--- config.mk ---
export PLATFORM = sky130hd
export DESIGN_NAME = dp_nibble_ram
export DESIGN_NICKNAME = d
export VERILOG_FILES = /design/src/rtl/dpr_pkg.sv /design/src/rtl/dpr_decode.sv /design/src/rtl/dpr_pointer.sv /design/src/rtl/dpr_store.sv /design/src/rtl/dpr_result.sv /design/src/rtl/dp_nibble_ram.sv
export SDC_FILE = /design/constraint.sdc
export NUM_CORES = 1
export LEC_CHECK = 0
export BUFFER_PORTS_ARGS = -buffer_cell sky130_fd_sc_hd__buf_2
export CORE_ASPECT_RATIO = 1.1
export CORE_MARGIN = 1.5
export CORE_UTILIZATION = 45
export DETAILED_ROUTE_END_ITERATION = 6
export SLEW_MARGIN = 20
export SYNTH_ARGS = -nofsm -noshare
export SYNTH_HDL_FRONTEND = slang
export SYNTH_SLANG_ARGS = --single-unit
--- constraint.sdc ---
create_clock -name clk -period 21.6 [get_ports clk]
set_input_delay 5.4 -clock clk [delete_from_list [all_inputs] [get_ports clk]]
set_output_delay 5.4 -clock clk [all_outputs]
set_load 0.005 [all_outputs]
--- src/rtl/dpr_pkg.sv ---
package dpr_pkg;

  typedef enum logic [3:0] {
    OP_NOP   = 4'd0,
    OP_LDZ   = 4'd1,
    OP_LHI   = 4'd2,
    OP_INCL  = 4'd3,
    OP_DECL  = 4'd4,
    OP_XINC  = 4'd5,
    OP_XDEC  = 4'd6,
    OP_XMOD  = 4'd7,
    OP_SETB  = 4'd8,
    OP_CLRB  = 4'd9,
    OP_LOAD  = 4'd10,
    OP_STORE = 4'd11
  } op_e;

  typedef enum logic [2:0] {
    PTR_HOLD,
    PTR_LDZ,
    PTR_LHI,
    PTR_INC,
    PTR_DEC,
    PTR_XOR
  } ptr_act_e;

  typedef enum logic [1:0] {
    WR_NONE,
    WR_ACC,
    WR_SET,
    WR_CLR
  } wr_act_e;

  typedef struct packed {
    ptr_act_e ptr;
    wr_act_e  wr;
    logic     acc_ld;
  } ctl_t;

endpackage

--- src/rtl/dpr_decode.sv ---
module dpr_decode
  import dpr_pkg::*;
(
  input  logic [3:0] op,
  output ctl_t       ctl
);

  always_comb begin
    ctl.ptr    = PTR_HOLD;
    ctl.wr     = WR_NONE;
    ctl.acc_ld = 1'b0;
    case (op)
      OP_LDZ:  ctl.ptr = PTR_LDZ;
      OP_LHI:  ctl.ptr = PTR_LHI;
      OP_INCL: ctl.ptr = PTR_INC;
      OP_DECL: ctl.ptr = PTR_DEC;
      OP_XINC: begin
        ctl.ptr    = PTR_INC;
        ctl.wr     = WR_ACC;
        ctl.acc_ld = 1'b1;
      end
      OP_XDEC: begin
        ctl.ptr    = PTR_DEC;
        ctl.wr     = WR_ACC;
        ctl.acc_ld = 1'b1;
      end
      OP_XMOD: begin
        ctl.ptr    = PTR_XOR;
        ctl.wr     = WR_ACC;
        ctl.acc_ld = 1'b1;
      end
      OP_SETB:  ctl.wr     = WR_SET;
      OP_CLRB:  ctl.wr     = WR_CLR;
      OP_LOAD:  ctl.acc_ld = 1'b1;
      OP_STORE: ctl.wr     = WR_ACC;
      default: ;
    endcase
  end

endmodule

--- src/rtl/dpr_pointer.sv ---
module dpr_pointer
  import dpr_pkg::*;
#(
  parameter int HI_W  = 4,
  parameter int LO_W  = 4,
  parameter int IMM_W = 4
) (
  input  logic             clk,
  input  logic             rst,
  input  ptr_act_e         act,
  input  logic [IMM_W-1:0] imm,
  output logic [HI_W-1:0]  hi,
  output logic [LO_W-1:0]  lo,
  output logic             zf
);

  localparam int MSK_W = HI_W - 1;

  logic [HI_W-1:0] flip_mask;
  logic [LO_W-1:0] lo_up;
  logic [LO_W-1:0] lo_dn;
  logic [HI_W-1:0] hi_flip;

  assign flip_mask = {1'b0, imm[MSK_W-1:0]};
  assign lo_up     = lo + LO_W'(1);
  assign lo_dn     = lo - LO_W'(1);
  assign hi_flip   = hi ^ flip_mask;

  always_ff @(posedge clk) begin
    if (rst) begin
      hi <= '0;
      lo <= '0;
      zf <= 1'b0;
    end else begin
      case (act)
        PTR_LDZ: begin
          hi <= '0;
          lo <= LO_W'(imm);
        end
        PTR_LHI: hi <= HI_W'(imm);
        PTR_INC: begin
          lo <= lo_up;
          zf <= (lo_up == '0);
        end
        PTR_DEC: begin
          lo <= lo_dn;
          zf <= (lo_dn == '0);
        end
        PTR_XOR: begin
          hi <= hi_flip;
          zf <= (hi_flip == '0);
        end
        default: ;
      endcase
    end
  end

endmodule

--- src/rtl/dpr_store.sv ---
module dpr_store
  import dpr_pkg::*;
#(
  parameter int ADDR_W = 8,
  parameter int DW     = 4,
  parameter int SEL_W  = 2
) (
  input  logic              clk,
  input  logic [ADDR_W-1:0] addr,
  input  wr_act_e           wr,
  input  logic [DW-1:0]     wdata_acc,
  input  logic [SEL_W-1:0]  sel,
  output logic [DW-1:0]     cur
);

  localparam int DEPTH = 1 << ADDR_W;

  logic [DW-1:0] mem [DEPTH];
  logic [DW-1:0] bit_mod;
  logic [DW-1:0] wdata;

  assign cur = mem[addr];

  for (genvar b = 0; b < DW; b++) begin : g_bit
    assign bit_mod[b] = (sel == SEL_W'(b)) ? (wr == WR_SET) : cur[b];
  end

  assign wdata = (wr == WR_ACC) ? wdata_acc : bit_mod;

  always_ff @(posedge clk) begin
    if (wr != WR_NONE) begin
      mem[addr] <= wdata;
    end
  end

endmodule

--- src/rtl/dpr_result.sv ---
module dpr_result #(
  parameter int DW = 4
) (
  input  logic          clk,
  input  logic          rst,
  input  logic          acc_ld,
  input  logic [DW-1:0] cur,
  output logic [DW-1:0] rd_data,
  output logic [DW-1:0] acc_out
);

  always_ff @(posedge clk) begin
    if (rst) begin
      rd_data <= '0;
      acc_out <= '0;
    end else begin
      rd_data <= cur;
      if (acc_ld) begin
        acc_out <= cur;
      end
    end
  end

endmodule

--- src/rtl/dp_nibble_ram.sv ---
module dp_nibble_ram
  import dpr_pkg::*;
#(
  parameter int HI_W  = 4,
  parameter int LO_W  = 4,
  parameter int DW    = 4,
  parameter int IMM_W = 4
) (
  input  logic             clk,
  input  logic             rst,
  input  logic [3:0]       op,
  input  logic [IMM_W-1:0] imm,
  input  logic [DW-1:0]    acc_in,
  output logic [DW-1:0]    rd_data,
  output logic [DW-1:0]    acc_out,
  output logic             zf,
  output logic [HI_W-1:0]  ptr_hi,
  output logic [LO_W-1:0]  ptr_lo
);

  localparam int ADDR_W = HI_W + LO_W;
  localparam int SEL_W  = (DW > 1) ? $clog2(DW) : 1;

  ctl_t          ctl;
  logic [DW-1:0] cur;

  dpr_decode u_dec (
    .op  (op),
    .ctl (ctl)
  );

  dpr_pointer #(
    .HI_W  (HI_W),
    .LO_W  (LO_W),
    .IMM_W (IMM_W)
  ) u_ptr (
    .clk (clk),
    .rst (rst),
    .act (ctl.ptr),
    .imm (imm),
    .hi  (ptr_hi),
    .lo  (ptr_lo),
    .zf  (zf)
  );

  dpr_store #(
    .ADDR_W (ADDR_W),
    .DW     (DW),
    .SEL_W  (SEL_W)
  ) u_mem (
    .clk       (clk),
    .addr      ({ptr_hi, ptr_lo}),
    .wr        (ctl.wr),
    .wdata_acc (acc_in),
    .sel       (imm[SEL_W-1:0]),
    .cur       (cur)
  );

  dpr_result #(
    .DW (DW)
  ) u_res (
    .clk     (clk),
    .rst     (rst),
    .acc_ld  (ctl.acc_ld),
    .cur     (cur),
    .rd_data (rd_data),
    .acc_out (acc_out)
  );

endmodule

==> qor.txt <==
Status = complete, no violations
Ports = 31
R2R depth = 13
Fmax = 0.1139 GHz
Post-synth ARST share = 0%
Placer Congestion = 0.8203
N_diodes = 0
Critical path capture point type = register
Final ANT Viol Nets = 0
Num CTS Buffers = 101
Hold path cells = 2
Resize count post-CTS = 0
Post-Syn Area = 41290 um^2
Most common cell after layout, fill and taps aside = edfxtp_1
Post-synthesis sequential area ratio = 75.29%
Post-synth net total = 2152
DR pass1 iterations = 5
Final Hold Violating Endpoints = 0
CTS Sinks = 1041
CP Capture Point = u_mem.mem[217][2]$_DFFE_PP_
Crit path arrival time = 9.11 ns
Grt total ovfl = 0
WP data required = 21.93 ns
Reg2reg end = u_mem.mem[79][0]$_DFFE_PP_
Vias post-DR = 20.97k
Clock Latency Late Sink = 0.68 ns
Reg2reg start = u_ptr.lo[0]$_SDFFE_PP0P_
Maximum clock insertion buffer count = 3
# nets final = 2194
Worst setup path start = op[1]
Power Total = 4.460 mW
Die H = 320.7 um
H-tree levels = 3
Max-cap violations = 0
DRC = 0
Clock slew at reported path FFs = 0.06 ns
Clock Skew = 0.03611 ns
Netlist cell types = 53
Final hold slack = 0.5074 ns
Largest net degree at the start of global routing = 170
Initial antenna violation count = 2
WL per Instance = 30.16 um
EDFF count, synth = 1024
Layout area overhead = 11.51%
TritonCTS clock tree = done
Leakage = 13.79 nW
Share of cells above drive strength 1 = 22.43%
Die area = 93590 um^2
Max-slew headroom = 24.03%
Commonest cells after routing, fill and taps aside = edfxtp_1, nor2_1, mux4_2
Root Buffer = clkbuf_16
Vias in the first global route = 21.64k
Crit path launch type = primary input
Syn avg cell area = 19.37 um^2
Vias/cell = 6.103
DRT iter0 DRCs = 2435
Final setup viols = 0
First-pass GRT wire length = 150000 um
Minimum clock period = 8.780 ns
Routed WL = 103600 um
Kind of critical path = in -> reg
Peak VDD IR = 53.98 uV
Yosys warning count = 0
Initial cell density of the core = 45.38%
Worst Tran Pin Value = 1.136 ns
Setup TNS = 0 ns
Hold WC Path Type = reg -> reg
Setup ws final = 12.82 ns
RSZ-0062 raised after global routing = no
Post-CTS Setup Bufs = 0
Tcrit/Tclk final = 40.65%
P per Cell Area = 96.86 nW/um^2
Core Util, Final = 50.60%
Max FO, Critical Path = 93
# rows = 116
Pre-CTS setup slack = 12.15 ns
Post-synth top flop = edfxtp_1
Die W = 291.8 um
Fin. max-slew vios = 0
HPWL after DPL = 63270 um
Seq cells post-synth = 1041
Core area = 91000 um^2
CTS hold repair buffers = 0
R2r setup slk = 14.25 ns
Cells after Synth = 2132
Total GRT Usage = 22.38%
Port bufs = 30
[routing by layer]
layer  share of wire [%]  global-route usage, %  up-vias
li1                    -                      -     8789
met3                 7.3                  3.749      168
met2                  50                  37.42      877
met4                 3.2                  7.940        0
met1                  39                  29.74    11140
met5                   0                      0        -
[where the power goes]
group          switching [mW]  internal, mW  total [mW]
sequential            0.00873          2.33        2.34
clock                   0.740         0.987        1.73
combinational           0.275         0.121       0.396
total                    1.02          3.44        4.46
[registers in the layout, indices dropped and copies added (netlist names)]
| signal | count |
|---|---|
| u_mem.mem | 1024 |
| u_ptr.hi | 4 |
| u_ptr.lo | 4 |
| u_res.acc_out | 4 |
| u_res.rd_data | 4 |
| u_ptr.zf | 1 |
[layout make-up]
cell class | instances | area, um^2
clock buffer | 140 | 2756
multi-input combinational | 944 | 9545
inverter | 5 | 18.77
fill | 7215 | 44960
clock inverter | 45 | 464.2
tap | 1180 | 1476
timing repair buffer | 81 | 683.2
sequential | 1041 | 31100
[Yosys cell counts, types with 3 or more instances]
cell type	n	area share [%]
dfxtp_1	17	0.82
ha_1	6	0.18
a211oi_1	4	0.073
nor3b_1	3	0.055
and2_1	4	0.061
a31oi_1	7	0.11
o31ai_1	4	0.073
edfxtp_1	1024	74
buf_2	33	0.40
clkbuf_1	74	0.67
a211oi_2	3	0.091
a22oi_1	108	2.0
nor2b_1	14	0.21
xnor2_1	5	0.11
nor2_1	289	2.6
nand4_1	5	0.076
nor4_1	9	0.14
nand2b_1	13	0.20
buf_6	11	0.30
nand3_1	30	0.36
nand2_1	43	0.39
nor3_1	5	0.061
buf_4	16	0.29
or4_1	3	0.055
mux2_2	7	0.19
inv_1	4	0.036
o22ai_1	10	0.15
a22o_1	6	0.13
buf_1	6	0.055
mux4_2	254	14
a21oi_1	62	0.75
o21ai_0	13	0.16
mux2i_1	14	0.34
[through the flow]
stage | instance area [um^2] | instances
after floorplan | 41290 | 2132
after global placement | 42640 | 3245
after detailed placement | 42830 | 3251
after CTS | 46050 | 3436
after global routing | 46050 | 3436
final | 46050 | 3436
[kinds of logic after synthesis]
| group | share of synthesized area, % |
|---|---|
| adders and majority gates | 0.1818 |
| AOI/OAI and AO/OA | 3.857 |
| buffers and inverters | 1.860 |
| DFF | 75.29 |
| muxes | 14.38 |
| xor gates and xnor gates | 0.1273 |
| and+or+nand+nor | 4.300 |
[worst min-delay path by stage]
stage                                                to  slack [ns]                          start
after floorplan           u_res.acc_out[0]$_SDFFE_PP0P_        0.48  u_res.acc_out[0]$_SDFFE_PP0P_
after global placement    u_res.acc_out[0]$_SDFFE_PP0P_        0.47  u_res.acc_out[0]$_SDFFE_PP0P_
after detailed placement  u_res.acc_out[1]$_SDFFE_PP0P_        0.49  u_res.acc_out[1]$_SDFFE_PP0P_
after CTS                 u_res.acc_out[0]$_SDFFE_PP0P_        0.51  u_res.acc_out[0]$_SDFFE_PP0P_
after global routing      u_res.acc_out[1]$_SDFFE_PP0P_        0.52  u_res.acc_out[1]$_SDFFE_PP0P_
final                     u_res.acc_out[2]$_SDFFE_PP0P_        0.51  u_res.acc_out[2]$_SDFFE_PP0P_
[worst max-delay path, stage by stage]
cell and delay [ns]:
buf_2 0.26, inv_1 0.14, o21ai_0 0.18, nand2_1 0.06
o21ai_0 0.10, buf_4 0.23, a22oi_1 0.15, o31ai_4 0.10
buf_4 0.64, buf_4 0.91, buf_4 0.83
Note: power is estimated with default switching activity, not from simulation.
